<file path="src/rtl/tcc_pkg.sv">
package tcc_pkg;

  // 2-bit edge-select codes; meaning depends on the pin (see tcc_trig_dec)
  typedef enum logic [1:0] {
    ESEL_C0   = 2'b00,
    ESEL_C1   = 2'b01,
    ESEL_RSVD = 2'b10,
    ESEL_BOTH = 2'b11
  } esel_t;

  localparam int unsigned NUM_PINS = 2;

endpackage

</file>
<file path="src/rtl/tcc_edge_det.sv">
module tcc_edge_det #(
  parameter int unsigned STAGES = 2
) (
  input  logic clk,
  input  logic rst,
  input  logic pin,
  output logic rise,
  output logic fall
);

  logic [STAGES-1:0] sync_q;
  logic              hist_q;
  logic              synced;

  assign synced = sync_q[STAGES-1];

  always_ff @(posedge clk) begin
    if (rst) begin
      sync_q <= '0;
      hist_q <= 1'b0;
      rise   <= 1'b0;
      fall   <= 1'b0;
    end else begin
      sync_q <= {sync_q[STAGES-2:0], pin};
      hist_q <= synced;
      rise   <= synced & ~hist_q;
      fall   <= ~synced & hist_q;
    end
  end

endmodule

</file>
<file path="src/rtl/tcc_trig_dec.sv">
module tcc_trig_dec
  import tcc_pkg::*;
#(
  parameter int unsigned        NPINS    = NUM_PINS,
  parameter logic [NPINS-1:0]   OPP_MASK = 2'b01
) (
  input  logic [NPINS-1:0]       rise,
  input  logic [NPINS-1:0]       fall,
  input  logic [NPINS-1:0][1:0]  esel,
  output logic [NPINS-1:0]       trig
);

  for (genvar i = 0; i < NPINS; i++) begin : g_pin
    if (OPP_MASK[i]) begin : g_opp
      // capture edge is opposite of the coded valid edge; both-edge code disables
      always_comb begin
        unique case (esel_t'(esel[i]))
          ESEL_C0: trig[i] = rise[i];
          ESEL_C1: trig[i] = fall[i];
          default: trig[i] = 1'b0;
        endcase
      end
    end else begin : g_dir
      always_comb begin
        unique case (esel_t'(esel[i]))
          ESEL_C0:   trig[i] = fall[i];
          ESEL_C1:   trig[i] = rise[i];
          ESEL_BOTH: trig[i] = rise[i] | fall[i];
          default:   trig[i] = 1'b0;
        endcase
      end
    end
  end

endmodule

</file>
<file path="src/rtl/tcc_cmp.sv">
module tcc_cmp #(
  parameter int unsigned W = 16
) (
  input  logic         clk,
  input  logic         rst,
  input  logic         enable,
  input  logic [W-1:0] count,
  input  logic [W-1:0] ref_val,
  output logic         irq
);

  logic [W-1:0] prev_q;
  logic         fresh;

  // match only counts when the counter has moved to a new value
  assign fresh = (count != prev_q);

  always_ff @(posedge clk) begin
    if (rst) begin
      prev_q <= '0;
      irq    <= 1'b0;
    end else begin
      prev_q <= count;
      irq    <= enable & fresh & (count == ref_val);
    end
  end

endmodule

</file>
<file path="src/rtl/tmr_capcmp_chan.sv">
module tmr_capcmp_chan
  import tcc_pkg::*;
#(
  parameter int unsigned W           = 16,
  parameter int unsigned SYNC_STAGES = 2
) (
  input  logic         clk,
  input  logic         rst,
  input  logic         wr_en,
  input  logic [W-1:0] wr_data,
  input  logic         mode_cap,
  input  logic         src_sel,
  input  logic [1:0]   esel_a,
  input  logic [1:0]   esel_b,
  input  logic         pin_a,
  input  logic         pin_b,
  input  logic [W-1:0] count,
  output logic [W-1:0] chan_val,
  output logic         match_irq
);

  localparam int unsigned NPINS = NUM_PINS;

  logic [NPINS-1:0]      pins;
  logic [NPINS-1:0]      rise;
  logic [NPINS-1:0]      fall;
  logic [NPINS-1:0][1:0] esel;
  logic [NPINS-1:0]      trig;
  logic                  cap_fire;
  logic [W-1:0]          val_q;

  assign pins = {pin_b, pin_a};
  assign esel = {esel_b, esel_a};

  for (genvar i = 0; i < NPINS; i++) begin : g_in
    tcc_edge_det #(.STAGES(SYNC_STAGES)) u_edge (
      .clk  (clk),
      .rst  (rst),
      .pin  (pins[i]),
      .rise (rise[i]),
      .fall (fall[i])
    );
  end

  tcc_trig_dec #(.NPINS(NPINS), .OPP_MASK(2'b01)) u_dec (
    .rise (rise),
    .fall (fall),
    .esel (esel),
    .trig (trig)
  );

  assign cap_fire = mode_cap & trig[src_sel];

  // write has priority over a coincident capture
  always_ff @(posedge clk) begin
    if (rst)           val_q <= '0;
    else if (wr_en)    val_q <= wr_data;
    else if (cap_fire) val_q <= count;
  end

  tcc_cmp #(.W(W)) u_cmp (
    .clk     (clk),
    .rst     (rst),
    .enable  (~mode_cap),
    .count   (count),
    .ref_val (val_q),
    .irq     (match_irq)
  );

  assign chan_val = val_q;

endmodule

</file>
<file path="config.mk">
export PLATFORM = sky130hd
export DESIGN_NAME = tmr_capcmp_chan
export DESIGN_NICKNAME = d
export VERILOG_FILES = /design/src/rtl/tcc_pkg.sv /design/src/rtl/tcc_edge_det.sv /design/src/rtl/tcc_trig_dec.sv /design/src/rtl/tcc_cmp.sv /design/src/rtl/tmr_capcmp_chan.sv
export SDC_FILE = /design/constraint.sdc
export NUM_CORES = 1
export LEC_CHECK = 0
export BUFFER_PORTS_ARGS = -buffer_cell sky130_fd_sc_hd__buf_2
export CAP_MARGIN = 20
export CORE_ASPECT_RATIO = 0.6
export CORE_MARGIN = 2
export CORE_UTILIZATION = 30
export DETAILED_ROUTE_END_ITERATION = 7
export GPL_TIMING_DRIVEN = 0
export PLACE_DENSITY_LB_ADDON = 0.12
export RECOVER_POWER = 100
export SLEW_MARGIN = 20
export SYNTH_ARGS = -nofsm -noshare
export SYNTH_HDL_FRONTEND = slang
export SYNTH_SLANG_ARGS = --single-unit
</file>
<file path="constraint.sdc">
create_clock -name clk -period 1.5 [get_ports clk]
set_clock_uncertainty 0.15 [all_clocks]
set_input_delay 0.15 -clock clk [delete_from_list [all_inputs] [get_ports clk]]
set_output_delay 0.15 -clock clk [all_outputs]
set_load 0.005 [all_outputs]
</file>
==> results.toml, run 1 <==
[sta]
fin_ws_ns = -0.02460
period_share_pct = 101.6
setup_viol = 10
fin_setup_tns_ns = -0.1147
min_period_ns = 1.525
hold_violations = 0
worst_pin_slew_ns = 0.7445
grt_setup_unrepaired = "yes"
slew_viol_final = 0
max_freq_ghz = 0.6559
relSlewSlack_pct = 50.37

[final_layout]
area_growth_pct = 47.19
diodes = 0
fin_util_pct = 46.26
design_area_mm2 = 0.003142
final_layout_size_suffix_gt1_share_pct = 44.10
nets = 330

[die]
die_area_mm2 = 0.007828
coreArea_mm2 = 0.006792
ios = 60
start_util_pct = 31.43
die_h_um = 69.34
row_count = 23
die_w_um = 112.9

[setup_path]
cpPeakStageDelay_ns = 0.43
crit_buf_inv = 1
path_depth = 4
cp_max_fo = 6
r2r_start = "g_in[1].u_edge.fall"
cp-start-kind = "flip-flop"
cp.arrival_ns = 1.51
r2r_cells = 4
crit_path_cell_trace = "a221o_2 > buf_12 > a41oi_1 > a221oi_1"
critPathRequiredTime_ns = 1.48
reg2reg_to = "chan_val[0]"
regToRegSetupSlack_ns = -0.02
cp_top_family = "compound AO/OA/AOI/OAI gates"
crit_start = "g_in[1].u_edge.fall"
crit_type = "reg -> reg"
cp-endpoint = "chan_val[0]"
cp-end-kind = "flip-flop"
slowest_stage = "a221o_2"

[route]
drtAntennaViolNets = 0
firstDrtPassIters = 6
route.vias.total = 1851
drc = 4
drtIter0Drc = 106
wl_per_cell_um = 16.93
wl_mm = 6.350
via_per_inst = 4.936

[grt]
grt_pass1_vias = 1877
track_usage_pct = 16.11
grt_overflow = 0
grt_max_degree = 14
grt_antenna_before_repair = 0
grt_pass1_wl_mm = 9.949

[clocking]
clk_pin_slew_ns = 0.06
root_buffer = "clkbuf_16"
clock-sinks = 43
cts_tree = "yes"
cts_buffers = 5
insertion_delay_ns = 0.28
cts.path.max_buffers = 2
h-tree-depth = 2

[synth]
yosysWarnings = 0
synth_area_leader_cell = "dfxtp_1"
synth.top_cell.area_share_pct = 40.33
syn-num-nets = 242
synth-async-reset-ratio_pct = 0
avgSynthCellArea_um2 = 10.73
synth.yosys.seq_area_share_pct = 40.33
yosys-top-cells-area = "dfxtp_1, xnor2_1, a41oi_2"
synthCells = 199
synth_flop_cell = "dfxtp_1"
ys_ff_latch = 43
synth_cell_type_count = 25
synth.top_cells.by_count = "dfxtp_1, nor2b_1, xnor2_1"
synth_edf_count = 0
yosysMostFrequentCell = "dfxtp_1"
synth_area_mm2 = 0.002135

[run_status]
status = "finished with violations"
violations = "design-rule violations, negative setup slack"

[place]
place.gp.congestion = 0.7613
port_buffers = 58
placed_area_mm2 = 0.002540
dp_hpwl_mm = 4.443
pre_cts_ws_ns = -0.3229

[hold_path]
hold_class = "in -> reg"

[pwr]
cellPowerDensity_mw_per_mm2 = 1028
vdd_drop_max_mv = 0.4386
p_leak_uw = 0.001233

[job]
max_cap_violations = 0
report_power, final:
part / total, uW / switching [uW] / leakage (uW) / internal (uW)
combinational: 581 / 303 / 0.000784 / 278
clock: 1390 / 434 / 0.0000911 / 954
sequential: 1260 / 52.8 / 0.000358 / 1210
layer usage:
layer  share of wire [%]  track usage [%]
met1                  51            25.15
met2                  41            22.09
met3                 7.0            3.759
met4                0.57            3.523
met5                   0                0
worst min-delay path by stage:
stage | from | endpoint | slack, ns | cells after the start
final | count[9] | u_cmp.prev_q[9] | 0.008 | 2
after global routing | wr_data[2] | chan_val[2] | 0.02 | 3
after CTS | wr_data[5] | chan_val[5] | 0.001 | 3
after detailed placement | pin_a | g_in[0].u_edge.sync_q[0] | 0.21 | 2
after global placement | pin_a | g_in[0].u_edge.sync_q[0] | 0.21 | 2
after floorplan | rst | g_in[0].u_edge.hist_q | 0.08 | 1
layout make-up:
class	instances	area (um^2)
clock inverter	2	60.06
timing repair buffer	81	516.7
buffer	14	98.84
multi-input combinational	124	1295
sequential	43	865.8
tap	87	108.9
fill	653	3650
inverter	18	67.56
clock buffer	6	128.9
logic make-up after synthesis:
logic type / share of synthesized area [%]
simple gates: 11.08
buf+inv: 6.682
flops: 40.33
mux: 0.4690
xor+xnor: 13.89
compound gates: 27.55
cells in the final DEF (no fill, tap or decap), types with 9 or more instances in the layout:
master / synthesis / final
a221oi_2: 10 / 11
clkbuf_1: 4 / 9
buf_2: 6 / 58
o31ai_2: 0 / 11
inv_1: 18 / 18
xnor2_1: 19 / 19
dlygate4sd3_1: 0 / 17
dfxtp_1: 43 / 39
xor2_1: 13 / 13
a41oi_2: 10 / 13
nor2b_1: 24 / 24
through the flow:
stage | total power, uW | std cells | hold WS, ns
after floorplan | 1552 | 199 | 0.07912
after global placement | 1750 | 344 | 0.2120
after detailed placement | 1750 | 344 | 0.2146
after CTS | 3214 | 374 | 0.001092
after global routing | 3365 | 375 | 0.01710
final | 3230 | 375 | 0.007865
flip-flops by register name (all words and copies together), names as in the netlist:
register / flops
u_cmp.prev_q: 16
u_cmp.irq: 1
g_in.u_edge.hist_q: 2
g_in.u_edge.rise: 2
chan_val: 16
g_in.u_edge.fall: 2
g_in.u_edge.sync_q: 4
timing repair:
action	in CTS	in global routing
endpoints found under the setup margin	14	17
gates resized for setup	9	32
hold endpoints to repair	18	0
pin swaps	9	6
hold buffers	17	0
gates cloned	0	1
buffers inserted	5	0
(Power assumes the default switching activity.)
==> run 2, diff against run 1 <==
CORE_MARGIN = 5   (was 2)
==> run 2 against run 1 <==
Net effect:
- the flow finishes with violations (negative setup slack)
- first-iteration DRC count increased by 13%
- sequential cell count is the same
- utilization increased by 0.68 points
- global-route usage decreased by 1.0 points
- worst setup slack got worse by 0.020 ns
- non-clock buffer count rose by 3
- sequential share of layout area down 0.40 points
- combinational power increased by 2%
- clock power hardly changed
- sequential power about the same
- largest power group unchanged
- highest routed layer unchanged
==> results.toml, run 2 (synthesized netlist as in run 1, its figures left out) <==
[setup_path]
cp-end-kind = "flip-flop"
cp.arrival_ns = 1.53
crit_path_cell_trace = "a221o_2 > clkbuf_16 > a41oi_2 > a221oi_2"
cpPeakStageDelay_ns = 0.45
cp_max_fo = 5
crit_type = "reg -> reg"
cp-start-kind = "flip-flop"
critPathRequiredTime_ns = 1.48
slowest_stage = "a221o_2"

[sta]
worst_pin_slew_ns = 0.7487
whs_ns = 0.007860
relSlewSlack_pct = 50.09
slew_viol_final = 0
min_period_ns = 1.545
hold_violations = 0
max_freq_ghz = 0.6474
grt_setup_unrepaired = "yes"
fin_ws_ns = -0.04469
setup_viol = 10
period_share_pct = 103.0

[die]
row_count = 23
die_area_mm2 = 0.008958
coreArea_mm2 = 0.006792
die_w_um = 118.9
ios = 60
die_h_um = 75.34
start_util_pct = 31.43

[pwr]
cellPowerDensity_mw_per_mm2 = 1020
p_leak_uw = 0.001214
total_power_uw = 3251
vdd_drop_max_mv = 0.6816

[grt]
grt_max_degree = 14
grt_pass1_wl_mm = 10.29
grt_pass1_vias = 1890
grt_antenna_before_repair = 0
grt_overflow = 0
track_usage_pct = 15.09

[run_status]
violations = "negative setup slack"
status = "finished with violations"

[place]
dp_hpwl_mm = 4.641
place.gp.congestion = 0.7803
dp.cells = 344
port_buffers = 58

[clocking]
h-tree-depth = 2
insertion_delay_ns = 0.28
clk_pin_slew_ns = 0.06
clock-sinks = 43
cts_tree = "yes"
cts.path.max_buffers = 2
root_buffer = "clkbuf_16"
cts_buffers = 5

[route]
wl_mm = 6.593
wl_per_cell_um = 17.44
via_per_inst = 4.833
drtIter0Drc = 120
drc = 0
dr_wl_met2_mm = 2.662
drtAntennaViolNets = 0
route.vias.total = 1827
firstDrtPassIters = 4
m1WireLength_mm = 3.472
dr_wl_met3_um = 405
top_layer = "met4"

[final_layout]
fin_util_pct = 46.94
final_layout_size_suffix_gt1_share_pct = 41.58
area_growth_pct = 49.36
nets = 333
layout_commonest_cell = "buf_2"
finalNonFillerCells = 378
diodes = 0
layout_common_cells = "buf_2, dfxtp_1, nor2b_1, clkbuf_1, xnor2_1"

[hold_path]
hold_class = "in -> reg"

[job]
max_cap_violations = 0
run 2: per-layer routing:
metal  track usage (%)  up-vias
li1                  -      914
met1             21.97      858
met2             21.70       51
met3             4.377        4
met4             4.365        0
met5                 0        -
run 2: timing repair:
action                                  CTS  global route
hold buffers                             17             1
hold endpoints to repair                 18             1
resized for setup                        20            29
endpoints found under the setup margin   12            17
cloned                                    1             1
pin swaps                                28             8
buffers inserted                          6             0
run 2: per-stage QoR:
step | setup WS, ns | cell area [um^2] | setup TNS (ns)
2_1_floorplan | 0.04782 | 2141 | 0
3_3_place_gp | -0.3432 | 2540 | -3.463
3_5_place_dp | -0.3012 | 2540 | -3.346
4_1_cts | -0.03942 | 3072 | -0.3094
5_1_grt | -0.08567 | 3188 | -0.5877
6_report | -0.04469 | 3188 | -0.2274
run 2: final timing paths:
| kind | start | end | slack [ns] | cells past startpoint |
|---|---|---|---|---|
| max reg2reg | g_in[1].u_edge.rise | chan_val[13] | -0.04 | 4 |
| min reg2reg | g_in[1].u_edge.hist_q | g_in[1].u_edge.rise | 0.25 | 1 |
| max | g_in[1].u_edge.rise | chan_val[13] | -0.04 | 4 |
| min | count[9] | u_cmp.prev_q[9] | 0.008 | 2 |
run 2: area by class of cell:
class | count | area [um^2]
Multi-Input combinational cell | 124 | 1311
Sequential cell | 43 | 865.8
Inverter | 18 | 67.56
Timing Repair Buffer | 84 | 551.8
Tap cell | 87 | 108.9
Fill cell | 673 | 3603
Clock buffer | 6 | 128.9
Buffer | 14 | 93.84
Clock inverter | 2 | 60.06
run 2: critical path, delay by kind of cell, from the launching register on:
kind            cells  cell delay (ns)
compound gates      3             0.71
flops               1             0.34
buf+inv             1             0.20
run 2: power by group:
part | internal (uW) | switching (uW) | leakage, uW
registers | 1210 | 51.7 | 0.000358
logic | 284 | 308 | 0.000765
clock network | 955 | 445 | 0.0000911
